--- config.mk ---
export PLATFORM = sky130hd
export DESIGN_NAME = dbell_ctrl
export DESIGN_NICKNAME = d
export VERILOG_FILES = /design/src/rtl/dbell_pkg.sv /design/src/rtl/dbell_addr_dec.sv /design/src/rtl/dbell_chan_bank.sv /design/src/rtl/dbell_ctrl.sv
export SDC_FILE = /design/constraint.sdc
export NUM_CORES = 1
export LEC_CHECK = 0
export ABC_AREA = 1
export BUFFER_PORTS_ARGS = -buffer_cell sky130_fd_sc_hd__buf_2
export CAP_MARGIN = 20
export CORE_MARGIN = 2
export CORE_UTILIZATION = 35
export CTS_CLUSTER_SIZE = 10
export DETAILED_ROUTE_END_ITERATION = 16
export HOLD_SLACK_MARGIN = 0.1
export PLACE_DENSITY = 0.66
export SLEW_MARGIN = 30
export SYNTH_ARGS = -nofsm -noshare
export SYNTH_HDL_FRONTEND = slang
export SYNTH_SLANG_ARGS = --single-unit
--- constraint.sdc ---
create_clock -name clk -period 1.3 [get_ports clk]
set_input_delay 0 -clock clk [delete_from_list [all_inputs] [get_ports clk]]
set_output_delay 0 -clock clk [all_outputs]
set_load 0.05 [all_outputs]
--- src/rtl/dbell_pkg.sv ---
package dbell_pkg;

    localparam int unsigned ADDR_W     = 12;
    localparam int unsigned DATA_W     = 32;
    localparam int unsigned N_PROC     = 2;
    localparam int unsigned TX_SHIFT   = 16;
    localparam int unsigned CFG_CNT_W  = 8;

    localparam logic [ADDR_W-1:0] GRP_STRIDE = 12'h010;
    localparam logic [ADDR_W-1:0] OFS_CMD    = 12'h008;
    localparam logic [ADDR_W-1:0] OFS_STAT   = 12'h00C;
    localparam logic [ADDR_W-1:0] OFS_CFG    = 12'h3F0;

    typedef enum logic [1:0] {
        RK_NONE = 2'd0,
        RK_CMD  = 2'd1,
        RK_STAT = 2'd2,
        RK_CFG  = 2'd3
    } reg_kind_e;

    typedef struct packed {
        reg_kind_e kind;
        logic      grp;
    } dec_t;

    typedef struct packed {
        logic [DATA_W-1:0] rdata;
        logic              rvalid;
    } rsp_t;

endpackage

--- src/rtl/dbell_addr_dec.sv ---
module dbell_addr_dec
    import dbell_pkg::*;
(
    input  logic [ADDR_W-1:0] addr,
    output dec_t              dec
);

    always_comb begin
        dec.kind = RK_NONE;
        dec.grp  = 1'b0;
        if (addr == OFS_CFG) begin
            dec.kind = RK_CFG;
        end
        for (int i = 0; i < int'(N_PROC); i++) begin
            if (addr == ADDR_W'(i) * GRP_STRIDE + OFS_CMD) begin
                dec.kind = RK_CMD;
                dec.grp  = 1'(i);
            end
            if (addr == ADDR_W'(i) * GRP_STRIDE + OFS_STAT) begin
                dec.kind = RK_STAT;
                dec.grp  = 1'(i);
            end
        end
    end

endmodule

--- src/rtl/dbell_chan_bank.sv ---
module dbell_chan_bank #(
    parameter int unsigned NUM_CH = 8
) (
    input  logic              clk,
    input  logic              rst_n,
    input  logic [NUM_CH-1:0] set_mask,
    input  logic [NUM_CH-1:0] clr_mask,
    output logic [NUM_CH-1:0] flags_o,
    output logic              freed_o
);

    typedef struct packed {
        logic [NUM_CH-1:0] flags;
        logic              freed;
    } bank_t;

    bank_t st_d, st_q;

    always_comb begin
        st_d       = st_q;
        // set wins over clear on the same bit
        st_d.flags = (st_q.flags & ~clr_mask) | set_mask;
        st_d.freed = |(st_q.flags & ~st_d.flags);
    end

    always_ff @(posedge clk) begin
        if (!rst_n) begin
            st_q <= '0;
        end else begin
            st_q <= st_d;
        end
    end

    assign flags_o = st_q.flags;
    assign freed_o = st_q.freed;

endmodule

--- src/rtl/dbell_ctrl.sv ---
module dbell_ctrl
    import dbell_pkg::*;
#(
    parameter int unsigned NUM_CH = 8
) (
    input  logic              clk,
    input  logic              rst_n,
    input  logic              bus_cpu,
    input  logic              bus_rd,
    input  logic              bus_wr,
    input  logic [11:0]       bus_addr,
    input  logic [31:0]       bus_wdata,
    output logic [31:0]       bus_rdata,
    output logic              bus_rvalid,
    output logic [1:0]        rx_irq,
    output logic [1:0]        tx_free
);

    dec_t               dec;
    logic [N_PROC-1:0]  own_wr;
    logic [NUM_CH-1:0]  set_mask [N_PROC];
    logic [NUM_CH-1:0]  clr_mask [N_PROC];
    logic [NUM_CH-1:0]  flags    [N_PROC];
    logic [NUM_CH-1:0]  flags_p0, flags_p1;
    logic [DATA_W-1:0]  rd_word;
    rsp_t               rsp_d, rsp_q;
    logic               unused_wbits;

    dbell_addr_dec u_dec (
        .addr (bus_addr),
        .dec  (dec)
    );

    for (genvar p = 0; p < int'(N_PROC); p++) begin : g_proc
        assign own_wr[p] = bus_wr && (dec.kind == RK_CMD) &&
                           (dec.grp == 1'(p)) && (bus_cpu == 1'(p));
        assign set_mask[p] = own_wr[p] ? bus_wdata[TX_SHIFT +: NUM_CH] : '0;
        assign clr_mask[p] = own_wr[1-p] ? bus_wdata[NUM_CH-1:0] : '0;

        dbell_chan_bank #(.NUM_CH(NUM_CH)) u_bank (
            .clk      (clk),
            .rst_n    (rst_n),
            .set_mask (set_mask[p]),
            .clr_mask (clr_mask[p]),
            .flags_o  (flags[p]),
            .freed_o  (tx_free[p])
        );

        assign rx_irq[p] = |flags[1-p];
    end

    assign flags_p0 = flags[0];
    assign flags_p1 = flags[1];

    assign unused_wbits = ^bus_wdata;

    always_comb begin
        rd_word = '0;
        unique case (dec.kind)
            RK_STAT: rd_word[NUM_CH-1:0]    = flags[dec.grp];
            RK_CFG:  rd_word[CFG_CNT_W-1:0] = CFG_CNT_W'(NUM_CH);
            default: rd_word = '0;
        endcase
    end

    always_comb begin
        rsp_d        = rsp_q;
        rsp_d.rvalid = bus_rd;
        rsp_d.rdata  = bus_rd ? rd_word : '0;
    end

    always_ff @(posedge clk) begin
        if (!rst_n) begin
            rsp_q <= '0;
        end else begin
            rsp_q <= rsp_d;
        end
    end

    assign bus_rdata  = rsp_q.rdata;
    assign bus_rvalid = rsp_q.rvalid;

endmodule

==> summary.txt <==
Clock Path Buffers: 2
CP Cell Sequence: buf_2 > inv_2 > nand2_2 > nor2_4 > nand3_2 > nand3_2 > buf_6 > nand2_4 > nor2_8 > nand2_8 > nor2_4 > nand3_2 > nand2_1 > nor2_1 > a21oi_1
R2r setup slk: 410 ps
Most frequent cells in the layout: buf_2 (36), nand2_1 (27), nor2_1 (27)
Crit Reg-Reg Endpoint: g_proc[0].u_bank.freed_o$_SDFF_PN0_
Arrival @ worst endpoint: 1500 ps
Delay of the slowest critical-path stage: 190 ps
First-pass GRT wire length: 6.637 mm
Flop pwr share: 49.6%
CTS Root Cell: clkbuf_8
GP Congestion: 0.7789
Max-cap violations: 0
Worst Setup End Kind: flip-flop
NumNets Final: 382
CTS tree: built
RSZ-0062 raised after global routing: yes
Setup TNS: 0 ps
Final setup fails: 0
TritonCTS Buffers: 3
Adder-cell area share of the yosys netlist: 0%
CP Class: in2reg
Core ar.: 0.004755 mm^2
P_leak: 0.001162 uW
Final worst path period share: 99.38%
Xor/xnor share of the synthesized area: 0%
Largest family of logic cells by synthesized area: simple AND/OR/NAND/NOR gates
Post-Syn Instances: 255
Register area share after synthesis: 31.21%
WL/cell: 11.09 um
Final Non-Filler Cells: 399
Maximum vdd drop: 0.5374 mV
Final Max Tran Viols: 0
Critical path data required time: 1510 ps
Worst-Skew Late Latency: 270 ps
CP startpoint kind: primary input
Initial antenna violation count: 0
Die width: 74.34 um
Synthesized flop and latch total: 27
Die Y: 74.34 um
Library cells used by synthesis: 22
Grt total ovfl: 0
Final Hold Fails: 0
Hold Crit Start: bus_wdata[1]
DR pass1 iterations: 4
Drt total wl: 4.423 mm
Initial DRC Count: 125
Share of layout cells above drive strength 1: 40.96%
Fillers: 479
Final Skew: 4.295 ps
Worst Hold Class: in2reg
# DRC: 0
Internal: 1140 uW
Hold path endpoint: g_proc[0].u_bank.flags_o[1]$_SDFF_PN0_
WHS Path Cells: 4
Status: completed
Final Critical Period: 1292 ps
Combinational power share: 21.2%
R2r startpoint: g_proc[0].u_bank.flags_o[6]$_SDFF_PN0_
Synthesis warning total: 0
Reg2Reg Depth: 4
Crit path top cell by count: nand3_2
Row cnt: 25
DP Area: 0.002033 mm^2
Final ANT Viol Nets: 0
Number of port buffers: 45
Switch share: 31.72%
Crit Path Max Fanout: 8
Initial Utilization: 36.42%
CTS HTree Levels: 1
Dpl hpwl: 3.242 mm
Most common cell after layout, fill and taps aside: buf_2
Die area: 0.005526 mm^2
Switch Pwr: 529.3 uW
Clock Power Share: 29.2%
Simple-gate share of the synthesized area: 38.95%
Layout Area Growth over Synthesis: 41.33%
F_max: 774.0 MHz
Post-Place Cells: 378
Ant diodes: 0
Clock-pin slew on the worst setup and hold paths: 100 ps
Mapped Area: 0.001732 mm^2
Compound-cell area share of the yosys netlist: 10.33%
Vias: 1823
Via density: 4.569
Io pins: 86
Power density of the placed cells: 681.9 mW/mm^2
Syn_area_per_cell: 6.791 um^2
Finished Cell Area: 0.002447 mm^2
Largest net degree at the start of global routing: 19
Sink Count: 27
Crit path max-delay cell type: nor2_8
Post-synthesis mux area share: 0%
Vias in the first global route: 1542
GRT Total Usage: 15.03%
-- cells by family after synthesis --
kind of cell | count (synthesis)
and+or+nand+nor | 134
buffers and inverters | 58
other | 1
DFF | 27
AOI/OAI and AO/OA | 35
-- worst max path at each step --
stage	endpoint	cells after the start	slack [ps]	startpoint
after floorplan	g_proc[0].u_bank.freed_o$_SDFF_PN0_	12	4	bus_addr[5]
after global placement	g_proc[1].u_bank.freed_o$_SDFF_PN0_	14	-230	bus_addr[7]
after detailed placement	g_proc[1].u_bank.freed_o$_SDFF_PN0_	14	-220	bus_addr[7]
after CTS	rx_irq[1]	3	8	g_proc[0].u_bank.flags_o[2]$_SDFF_PN0_
after global routing	g_proc[0].u_bank.freed_o$_SDFF_PN0_	15	-120	bus_addr[9]
final	g_proc[0].u_bank.freed_o$_SDFF_PN0_	15	8	bus_addr[0]
-- what timing repair did --
action | 4_1_cts | 5_1_grt
gates cloned | 0 | 1
buffers inserted | 0 | 5
gates resized for setup | 1 | 65
hold buffers | 10 | 1
endpoints found under the setup margin | 1 | 9
hold endpoints to repair | 13 | 1
pin swaps | 0 | 17
-- through the flow --
stage	power [uW]	worst slack (ps)	utilization [%]	hold slack [ps]
floorplan	1118	4.403	-	128.9
global placement	1135	-234.5	42.76	259.4
detailed placement	1137	-219.8	42.76	270.6
CTS	1633	8.360	46.03	101.6
global route	1732	-115.7	51.47	154.1
finish	1669	8.051	51.47	108.4
-- final cells by class --
cell class | instances | area [um^2] | area share, %
timing repair buffer | 79 | 564.3 | 23.06
clock inverter | 1 | 7.507 | 0.3067
clock buffer | 3 | 41.29 | 1.687
sequential | 27 | 541.8 | 22.14
inverter | 28 | 107.6 | 4.397
multi-input combinational | 194 | 1101 | 44.99
tap | 67 | 83.83 | 3.425
-- synth_stat cells --
library cell  number  area, um^2
a21oi_1           18       90.09
a311oi_1           1       8.760
buf_4             27       202.7
buf_6              2       22.52
clkbuf_1           1       3.750
clkinv_1           1       3.750
conb_1             1       3.750
dfxtp_1           27       540.5
inv_1             24       90.09
inv_2              3       11.26
nand2_1           38       142.6
nand2_2            6       37.54
nand2_4            3       33.78
nand3_1           23       115.1
nand3_2            4       40.04
nor2_1            39       146.4
nor2_2             2       12.51
nor2_4             5       56.30
nor2_8             1       20.02
nor3_1             9       45.04
nor4_1             4       25.02
o21ai_0           16       80.08
-- routing by layer --
layer | vias to the layer above | global-route usage, % | wire length (um)
li1 | 926 | - | -
met1 | 820 | 20.15 | 1904
met2 | 71 | 25.69 | 2187
met3 | 6 | 2.304 | 303
met4 | 0 | 3.175 | 29
met5 | - | 0 | 0
-- sequential cells by signal, indices dropped and copies added (netlist names) --
register,flops
g_proc.u_bank.freed_o,2
g_proc.u_bank.flags_o,16
bus_rdata,8
bus_rvalid,1
-- power groups by stage --
stage,Combinational (uW),Clock (uW),Sequential (uW)
6_report,354,487,828
5_1_grt,375,528,829
4_1_cts,313,492,828
3_5_place_dp,289,0,848
3_3_place_gp,287,0,848
2_1_floorplan,264,0,854
-- worst max-delay path: cells and delay by family --
| family | cells | cell delay (ps) |
|---|---|---|
| and+or+nand+nor | 11 | 1100 |
| buffers and inverters | 3 | 270 |
| AOI/OAI and AO/OA | 1 | 120 |
No activity file was read; power rests on OpenSTA's default activity.
